--- src/rtl/pdt_pkg.sv ---
package pdt_pkg;

  typedef enum logic [1:0] {
    OM_OFF0 = 2'd0,
    OM_OFF1 = 2'd1,
    OM_NORM = 2'd2,
    OM_INV  = 2'd3
  } out_mode_e;

  // Level of the pin after a compare match, given the slope direction.
  function automatic logic match_level(input out_mode_e m, input logic rising, input logic cur);
    case (m)
      OM_NORM: return ~rising;
      OM_INV:  return rising;
      default: return cur;
    endcase
  endfunction

  function automatic logic pin_driven(input out_mode_e m);
    return (m == OM_NORM) || (m == OM_INV);
  endfunction

endpackage

--- src/rtl/pdt_flag.sv ---
module pdt_flag (
  input  logic clk,
  input  logic rst_sn,
  input  logic set,
  input  logic clr,
  output logic q
);
  logic q_d;
  logic q_r;

  always_comb begin
    q_d = q_r;
    if (clr) q_d = 1'b0;
    if (set) q_d = 1'b1;
  end

  always_ff @(posedge clk or negedge rst_sn) begin
    if (!rst_sn) q_r <= 1'b0;
    else         q_r <= q_d;
  end

  assign q = q_r;
endmodule

--- src/rtl/pdt_counter.sv ---
module pdt_counter #(
  parameter int CNT_W = 16
) (
  input  logic             clk,
  input  logic             rst_sn,
  input  logic             tick,
  input  logic [CNT_W-1:0] top,
  output logic [CNT_W-1:0] cnt,
  output logic             up,
  output logic             bottom,
  output logic             turn
);
  localparam logic [CNT_W-1:0] ONE = CNT_W'(1);

  logic [CNT_W-1:0] cnt_q, cnt_d;
  logic             up_q, up_d;

  assign bottom = (cnt_q == '0);
  assign turn   = up_q && !bottom && (cnt_q >= top);

  always_comb begin
    cnt_d = cnt_q;
    up_d  = up_q;
    if (tick) begin
      if (bottom) begin
        cnt_d = cnt_q + ONE;
        up_d  = 1'b1;
      end else if (turn) begin
        cnt_d = cnt_q - ONE;
        up_d  = 1'b0;
      end else if (up_q) begin
        cnt_d = cnt_q + ONE;
      end else begin
        cnt_d = cnt_q - ONE;
      end
    end
  end

  always_ff @(posedge clk or negedge rst_sn) begin
    if (!rst_sn) begin
      cnt_q <= '0;
      up_q  <= 1'b1;
    end else begin
      cnt_q <= cnt_d;
      up_q  <= up_d;
    end
  end

  assign cnt = cnt_q;
  assign up  = up_q;
endmodule

--- src/rtl/pdt_channel.sv ---
module pdt_channel
  import pdt_pkg::*;
#(
  parameter int CNT_W = 16
) (
  input  logic             clk,
  input  logic             rst_sn,
  input  logic             tick,
  input  logic             wr,
  input  logic [CNT_W-1:0] wdata,
  input  logic             load,
  input  logic [CNT_W-1:0] cnt,
  input  logic             up,
  input  logic [1:0]       mode,
  input  logic             clr,
  output logic [CNT_W-1:0] act,
  output logic             pin,
  output logic             flag
);
  logic [CNT_W-1:0] buf_q, buf_d;
  logic [CNT_W-1:0] act_q, act_d;
  logic             lvl_q, lvl_d;
  logic             match;
  out_mode_e        om;

  assign om    = out_mode_e'(mode);
  assign match = tick && (cnt == act_q);

  always_comb begin
    buf_d = wr   ? wdata : buf_q;
    act_d = load ? buf_q : act_q;
    lvl_d = lvl_q;
    if (match) lvl_d = match_level(om, up, lvl_q);
  end

  always_ff @(posedge clk or negedge rst_sn) begin
    if (!rst_sn) begin
      buf_q <= '0;
      act_q <= '0;
      lvl_q <= 1'b0;
    end else begin
      buf_q <= buf_d;
      act_q <= act_d;
      lvl_q <= lvl_d;
    end
  end

  pdt_flag u_flag (
    .clk   (clk),
    .rst_sn(rst_sn),
    .set   (match),
    .clr   (clr),
    .q     (flag)
  );

  assign act = act_q;
  assign pin = pin_driven(om) ? lvl_q : 1'b0;
endmodule

--- src/rtl/pwm_dual_slope_timer.sv ---
module pwm_dual_slope_timer #(
  parameter int CNT_W = 16,
  parameter int NCH   = 3
) (
  input  logic               clk,
  input  logic               rst_n,
  input  logic               tick,
  input  logic               top_sel,
  input  logic               per_wr,
  input  logic [CNT_W-1:0]   per_wdata,
  input  logic [NCH-1:0]     cmp_wr,
  input  logic [CNT_W-1:0]   cmp_wdata,
  input  logic [2*NCH-1:0]   cmp_mode,
  input  logic               clr_bot,
  input  logic               clr_top,
  input  logic [NCH-1:0]     clr_cmp,
  output logic [CNT_W-1:0]   count,
  output logic [NCH-1:0]     pwm,
  output logic               flag_bot,
  output logic               flag_top,
  output logic [NCH-1:0]     flag_cmp
);
  localparam int SYNC_N = 2;

  // reset synchronizer: asserts at once, releases after SYNC_N edges
  logic [SYNC_N-1:0] rs_q, rs_d;
  logic              rst_sn;

  assign rs_d = {rs_q[SYNC_N-2:0], 1'b1};

  always_ff @(posedge clk or negedge rst_n) begin
    if (!rst_n) rs_q <= '0;
    else        rs_q <= rs_d;
  end

  assign rst_sn = rs_q[SYNC_N-1];

  // period register, double buffered
  logic [CNT_W-1:0] per_buf_q, per_buf_d;
  logic [CNT_W-1:0] per_act_q, per_act_d;
  logic [CNT_W-1:0] ch_act [NCH];
  logic [CNT_W-1:0] top_val;
  logic             cnt_up, at_bottom, at_turn, load;

  assign load      = tick && at_bottom;
  assign top_val   = top_sel ? ch_act[0] : per_act_q;

  always_comb begin
    per_buf_d = per_wr ? per_wdata : per_buf_q;
    per_act_d = load   ? per_buf_q : per_act_q;
  end

  always_ff @(posedge clk or negedge rst_sn) begin
    if (!rst_sn) begin
      per_buf_q <= '0;
      per_act_q <= '0;
    end else begin
      per_buf_q <= per_buf_d;
      per_act_q <= per_act_d;
    end
  end

  pdt_counter #(.CNT_W(CNT_W)) u_cnt (
    .clk   (clk),
    .rst_sn(rst_sn),
    .tick  (tick),
    .top   (top_val),
    .cnt   (count),
    .up    (cnt_up),
    .bottom(at_bottom),
    .turn  (at_turn)
  );

  pdt_flag u_fbot (
    .clk   (clk),
    .rst_sn(rst_sn),
    .set   (load),
    .clr   (clr_bot),
    .q     (flag_bot)
  );

  pdt_flag u_ftop (
    .clk   (clk),
    .rst_sn(rst_sn),
    .set   (tick && at_turn && !top_sel),
    .clr   (clr_top),
    .q     (flag_top)
  );

  for (genvar i = 0; i < NCH; i++) begin : g_ch
    pdt_channel #(.CNT_W(CNT_W)) u_ch (
      .clk   (clk),
      .rst_sn(rst_sn),
      .tick  (tick),
      .wr    (cmp_wr[i]),
      .wdata (cmp_wdata),
      .load  (load),
      .cnt   (count),
      .up    (cnt_up),
      .mode  (cmp_mode[2*i +: 2]),
      .clr   (clr_cmp[i]),
      .act   (ch_act[i]),
      .pin   (pwm[i]),
      .flag  (flag_cmp[i])
    );
  end
endmodule

--- config.mk ---
export PLATFORM = sky130hd
export DESIGN_NAME = pwm_dual_slope_timer
export DESIGN_NICKNAME = d
export VERILOG_FILES = /design/src/rtl/pdt_pkg.sv /design/src/rtl/pdt_flag.sv /design/src/rtl/pdt_counter.sv /design/src/rtl/pdt_channel.sv /design/src/rtl/pwm_dual_slope_timer.sv
export SDC_FILE = /design/constraint.sdc
export NUM_CORES = 1
export LEC_CHECK = 0
export BUFFER_PORTS_ARGS = -buffer_cell sky130_fd_sc_hd__buf_2
export CELL_PAD_IN_SITES_DETAIL_PLACEMENT = 1
export CELL_PAD_IN_SITES_GLOBAL_PLACEMENT = 2
export CORE_ASPECT_RATIO = 2
export CORE_MARGIN = 5
export CORE_UTILIZATION = 41
export DETAILED_ROUTE_END_ITERATION = 6
export HOLD_SLACK_MARGIN = 0.03
export PLACE_DENSITY_LB_ADDON = 0.1
export SLEW_MARGIN = 0
export SYNTH_ARGS = -nofsm -noshare
export SYNTH_HDL_FRONTEND = slang
export SYNTH_HIERARCHICAL = 1
export SYNTH_SLANG_ARGS = --single-unit
--- constraint.sdc ---
create_clock -name clk -period 5.14 [get_ports clk]
set_input_delay 0.514 -clock clk [delete_from_list [all_inputs] [get_ports clk]]
set_output_delay 0.514 -clock clk [all_outputs]
set_load 0.01 [all_outputs]
Word-level counts from Yosys, hierarchy flattened
Cells that the tools add are included.
{ "totals": {"wordCells": 81, "ram_bits": 0, "regBits": 155, "memories": 0, "out_inout_bits": 24, "latch_bits": 0, "romBits": 0} }
{ "op_classes": {"n_bitwise": 1, "n_eq_ne": 9, "div_mod_pow": 0, "n_mux": 22, "n_shift": 0, "add_sub_neg": 2, "reduce_logical": 27, "magnitude_cmp": 1, "multipliers": 0} }
{ "ops": {"columns": ["op", "count"], "rows": [
  ["$mux 16", 4],
  ["$eq 16x16->1", 3],
  ["$reduce_bool 2->1", 9],
  ["$add 16x1->16 const B", 1],
  ["$ge 16x16->1", 1],
  ["$logic_not 16->1", 1],
  ["$sub 16x1->16 const B", 1],
  ["$mux 1", 15],
  ["$eq 2x2->1 const B", 6],
  ["$logic_and 1x1->1", 8],
  ["$reduce_and 2->1", 4],
  ["$pmux 1 s2", 3],
  ["$logic_or 1x1->1", 3],
  ["$logic_not 1->1", 2],
  ["$not 1->1", 1]
]} }

Logic depth before layout (Yosys ltp)
{ "logic_depth": {"word_depth": 7, "mapped_depth": 13} }

Hierarchy
Netlist, hierarchy kept.
{ "modules_own_cells": {"columns": ["module", "instances", "cells_each", "area_each_um2"], "rows": [
  ["pdt_channel", 3, 101, 1443.9],
  ["pdt_counter", 1, 185, 1555.2],
  ["pwm_dual_slope_timer", 1, 92, 1501.4],
  ["pdt_flag", 5, 3, 36.3]
]} }

Least setup slack after synthesis
OpenSTA, ideal clock, no wires.
{ "synth_path": {"path_kind": "register -> register", "startpoint": "reg u_cnt.cnt_q[9], in the netlist u_cnt/cnt[9]", "endpoint": "reg g_ch[0].u_ch.act_q[10]", "synth_period_minus_slack_ns": 2.996, "slack_ns": 2.144, "stages_incl_launch_ff": 11, "path_buffers": 4, "arrival_time_ns": 2.871, "cell_sequence": "dfrtp_1 buf_6 nor2_2 nor4b_1 and3_2 nand2_4 buf_8 inv_1 clkbuf_1 buf_2 mux2_2"} }
{ "synth_between": {"elab_chain_len": 2} }
{ "synth_lines": {"columns": ["item", "line", "text"], "rows": [
  ["from (decl)", "pdt_counter.sv:15", "logic [CNT_W-1:0] cnt_q, cnt_d;"],
  ["from (signal assigned)", "pdt_counter.sv:44", "cnt_q <= cnt_d;"],
  ["$logic_not 16->1", "pdt_counter.sv:18", "assign bottom = (cnt_q == '0);"],
  ["net at_bottom", "pwm_dual_slope_timer.sv:43", "logic cnt_up, at_bottom, at_turn, load;"],
  ["$logic_and 1x1->1", "pwm_dual_slope_timer.sv:45", "assign load = tick && at_bottom;"],
  ["net load", "pwm_dual_slope_timer.sv:43", null],
  ["to (signal assigned)", "pdt_channel.sv:43", "act_q <= act_d;"],
  ["to (decl)", "pdt_channel.sv:21", "logic [CNT_W-1:0] act_q, act_d;"]
]} }
The timed path passes the listed nets, and every way through them passes these cells.
A chain may end at the register's enable or synchronous reset.

Worst setup path in the final report
{ "layout_path": {"startpoint": "reg u_cnt.cnt_q[15], in the netlist u_cnt/cnt[15]", "endpoint": "reg u_cnt.cnt_q[15], in the netlist u_cnt/cnt[15]"} }
{ "layout_between": {"elab_chain_len": 6, "word_cells_on_any_way": 10} }
{ "layout_lines": {"columns": ["item", "line", "text"], "rows": [
  ["parallel branches: the longest is 5 deep, another holds $sub 16x1->16", null, null],
  ["$mux 16 *", "pdt_counter.sv:25", "if (bottom) begin"]
]} }
Every way passes the cells marked *.

==> key figures <==
Status
  – Status: complete, no violations

Route
  – Antenna Nets Post-Route: 0
  – Final WL: 20300 um
  – Vias: 4962
  – # DRC: 0
  – Initial DRT Pass Iterations: 4
  – Initial DRC count: 129
  – DR WL/cell: 22.5 um
  – Via/cell ratio: 5.51

Setup path
  – Arrival time worst endpoint: 3.91 ns
  – Flop2flop setup slack: 1.50 ns
  – Critical path cell sequence: ha_1 > nand4_1 > o21bai_1 > a211oi_1 > nand4b_1 > nand4_1 > o21ai_0 > xor2_1
  – Crit path top cell by count: nand4_1
  – Slowest stage delay, CP: 0.81 ns
  – CP Launch Type: flop
  – Worst-path maximum fanout: 23
  – Slowest CP cell: nand4b_1
  – Crit path required time: 5.41 ns
  – CP Class: flop to flop
  – Worst Setup End Kind: flop

Layout
  – Fillers: 1947
  – Sequential cell area: 3880 sq um
  – Area occupied by multi-input gates: 3420 sq um
  – Syn-to-layout area delta: 16.1%
  – Final Util: 0.482
  – Share of layout cells above drive strength 1: 0.406
  – N_diodes: 0
  – Layout Nets: 742

CTS
  – Num CTS Buffers: 17
  – Worst-Skew Late Latency: 0.42 ns
  – Post-cts sizing count: 0
  – Htree depth: 4
  – CTS max path bufs: 2
  – TritonCTS clock tree: done
  – CTS Sinks: 155
  – Reg clk slew, reported paths: 0.06 ns
  – Root buf cell: clkbuf_16

Synth
  – Synth top area cells: dfrtp_1 51%, mux2_2 20%, xnor2_1 5.9%
  – Mapped Area: 7570 sq um
  – Synth Area in Compound Gates: 0.0435
  – Synth Instances: 595
  – Synth area leader: dfrtp_1
  – Yosys warns: 6
  – Post-Synth Simple-Gate Area: 0.0901
  – Synth Area in XOR/XNOR: 0.0648
  – Largest family of logic cells by synthesized area: multiplexers
  – Post-Syn Nets: 665
  – Main synth FF type: dfrtp_1
  – Post-synthesis adder-cell area fraction: 0.0314
  – Unique masters post-synth: 55
  – Yosys reg bits: 155
  – Commonest cells in the netlist: 154 x dfrtp_1, 132 x mux2_2, 51 x xnor2_1
  – FFs w/ async S/R, synth: 1.00
  – Sequential area share after synthesis: 0.513
  – Post-synth top area share: 0.509
  – Syn_area_per_cell: 12.7 sq um
  – Most frequently used cell type in the post-synthesis netlist: dfrtp_1
  – Mux cell area share after synthesis: 0.221
  – Post-synth EDFFs: 0

Min path
  – HP Class: input pin to flop

STA
  – Final setup TNS: 0 ns
  – Slew Viols, Final: 0
  – Max Freq: 275 MHz
  – Crit path time final: 3.64 ns
  – Setup violators final: 0
  – Period utilisation layout: 0.708
  – Worst slew pin tran: 1.16 ns
  – Clock Skew: 0.00779 ns
  – Fin. Hold Viols: 0
  – RSZ-0062 raised after global routing: no
  – Slew margin rel.: 0.225

Global routing
  – GRT overflow: 0
  – Pin count of the biggest net entering global routing: 61
  – Initial antenna violation count: 0
  – Vias in the first global route: 5652
  – First-pass GRT wire length: 32200 um
  – Global-route usage over all layers: 0.198

Power
  – P_sw: 0.00155 W
  – Pwr Total: 0.00449 W
  – Sw Ratio: 0.345
  – Internal: 0.00294 W
  – Clk network pwr share: 0.312
  – P per Cell Area: 511 nW/um^2
  – Worst VDD drop: 0.268 mV
  – Gate power share: 0.275
  – Static Leakage: 4.07 nW
  – Seq pwr share: 0.413

Placed design
  – GP Congestion: 0.827
  – Port buffer count: 74
  – Final HPWL DP: 14400 um

Floorplan
  – Die area: 21400 sq um
  – I/O Pins: 75
  – DIE HEIGHT: 202 um
  – Rows: 70
  – Die width: 106 um
  – Initial core utilization: 0.416
  – Core area: 18200 sq um

Job
  – Max-cap viol count: 0
[worst max-delay path: cells and delay by family, from the launching register on]
kind                     cells  cell delay, ns
AND/OR/NAND/NOR              3            1.46
flip-flops                   1            0.78
AO/OA/AOI/OAI                3            0.66
adder cells (fa/ha/maj)      1            0.37
XOR/XNOR                     1            0.21
[stage by stage]
step,hold WS (ns),setup slack (ns),area [sq um],cells
6_report,0.324,1.50,8790,901
5_1_grt,0.315,1.30,8790,901
4_1_cts,0.304,1.46,8790,901
3_5_place_dp,0.301,1.19,8120,868
3_3_place_gp,0.299,1.32,8120,868
2_1_floorplan,0.218,0.503,7570,595
[power groups by stage]
stage                     combinational (W)  clock, W  sequential (W)
after floorplan                    0.000865         0         0.00173
after global placement              0.00118         0         0.00188
after detailed placement            0.00124         0         0.00189
after CTS                           0.00125   0.00144         0.00186
after global routing                0.00137   0.00150         0.00189
final                               0.00124   0.00140         0.00185
[flip-flops by register name, summed over array words and instances, names as in the netlist]
name	count
rs_q	2
g_ch.u_ch/lvl_q	3
u_cnt/cnt	16
g_ch.u_ch/buf_q	48
u_ftop/q	1
g_ch.u_ch/u_flag/q	3
per_buf_q	16
u_fbot/q	1
per_act_q	16
u_cnt/up	1
g_ch.u_ch/act	48
[cell families (layout without fill, tap and decap cells)]
logic type | Yosys count | count (layout)
buf+inv | 58 | 148
simple gates | 111 | 111
mux | 145 | 145
other cells | 1 | 1
fa+ha+maj | 19 | 19
flops | 155 | 155
xor+xnor | 56 | 56
compound gates | 50 | 50
[final timing paths]
kind                                     from                     end  cells past startpoint
max in group asynchronous             rs_q[1]            u_cnt/cnt[4]                      1
worst min-delay path            per_wdata[15]           per_buf_q[15]                      2
worst max-delay path            u_cnt/cnt[15]           u_cnt/cnt[15]                      8
worst max register to register  u_cnt/cnt[15]           u_cnt/cnt[15]                      8
worst min register to register        rs_q[1]  g_ch[2].u_ch/buf_q[13]                      0
min in group asynchronous             rs_q[1]  g_ch[2].u_ch/buf_q[13]                      0
[repair_timing]
item | 4_1_cts | 5_1_grt
buffers inserted | 0 | 0
endpoints found under the hold margin | 2 | 0
hold buffers | 1 | 0
[cell type report]
type	count	share of cell area
flip-flops and latches	155	0.442
clock inverters	13	0.0245
clock buffers	19	0.0504
well taps	216	0.0308
repair buffers	81	0.0484
multi-input cells	382	0.389
inverters	35	0.0149
[layer usage]
layer | global-route usage | up-vias | part of all wire
met5 | 0 | - | 0
met4 | 0.109 | 0 | 0.044
met3 | 0.0332 | 40 | 0.026
met2 | 0.350 | 91 | 0.53
met1 | 0.225 | 2593 | 0.40
li1 | - | 2238 | -
[cells in the final DEF (no fill, tap or decap), types with 3 or more instances in the layout]
cell type    n
dfrtp_1    153
o22ai_1      3
nor4_1       3
a31oi_1      5
nand3_2      4
buf_2       74
xnor2_1     51
bufinv_16    5
a21oi_1     11
mux2_2     132
a21o_1       6
nand4_1     12
xor2_1       5
nor3_1       8
clkinv_4     4
nor4_2       3
o21ai_0     10
nor2_1      17
buf_4        6
and3_2       3
a221o_1      4
nand2_1     18
ha_1        19
inv_1       34
nor3_2       3
clkbuf_16   17
nor4b_1      3
mux2_4      12
nand3_1     12
and2_1       6
nor2b_1      4
No activity file was read; power rests on OpenSTA's default activity.
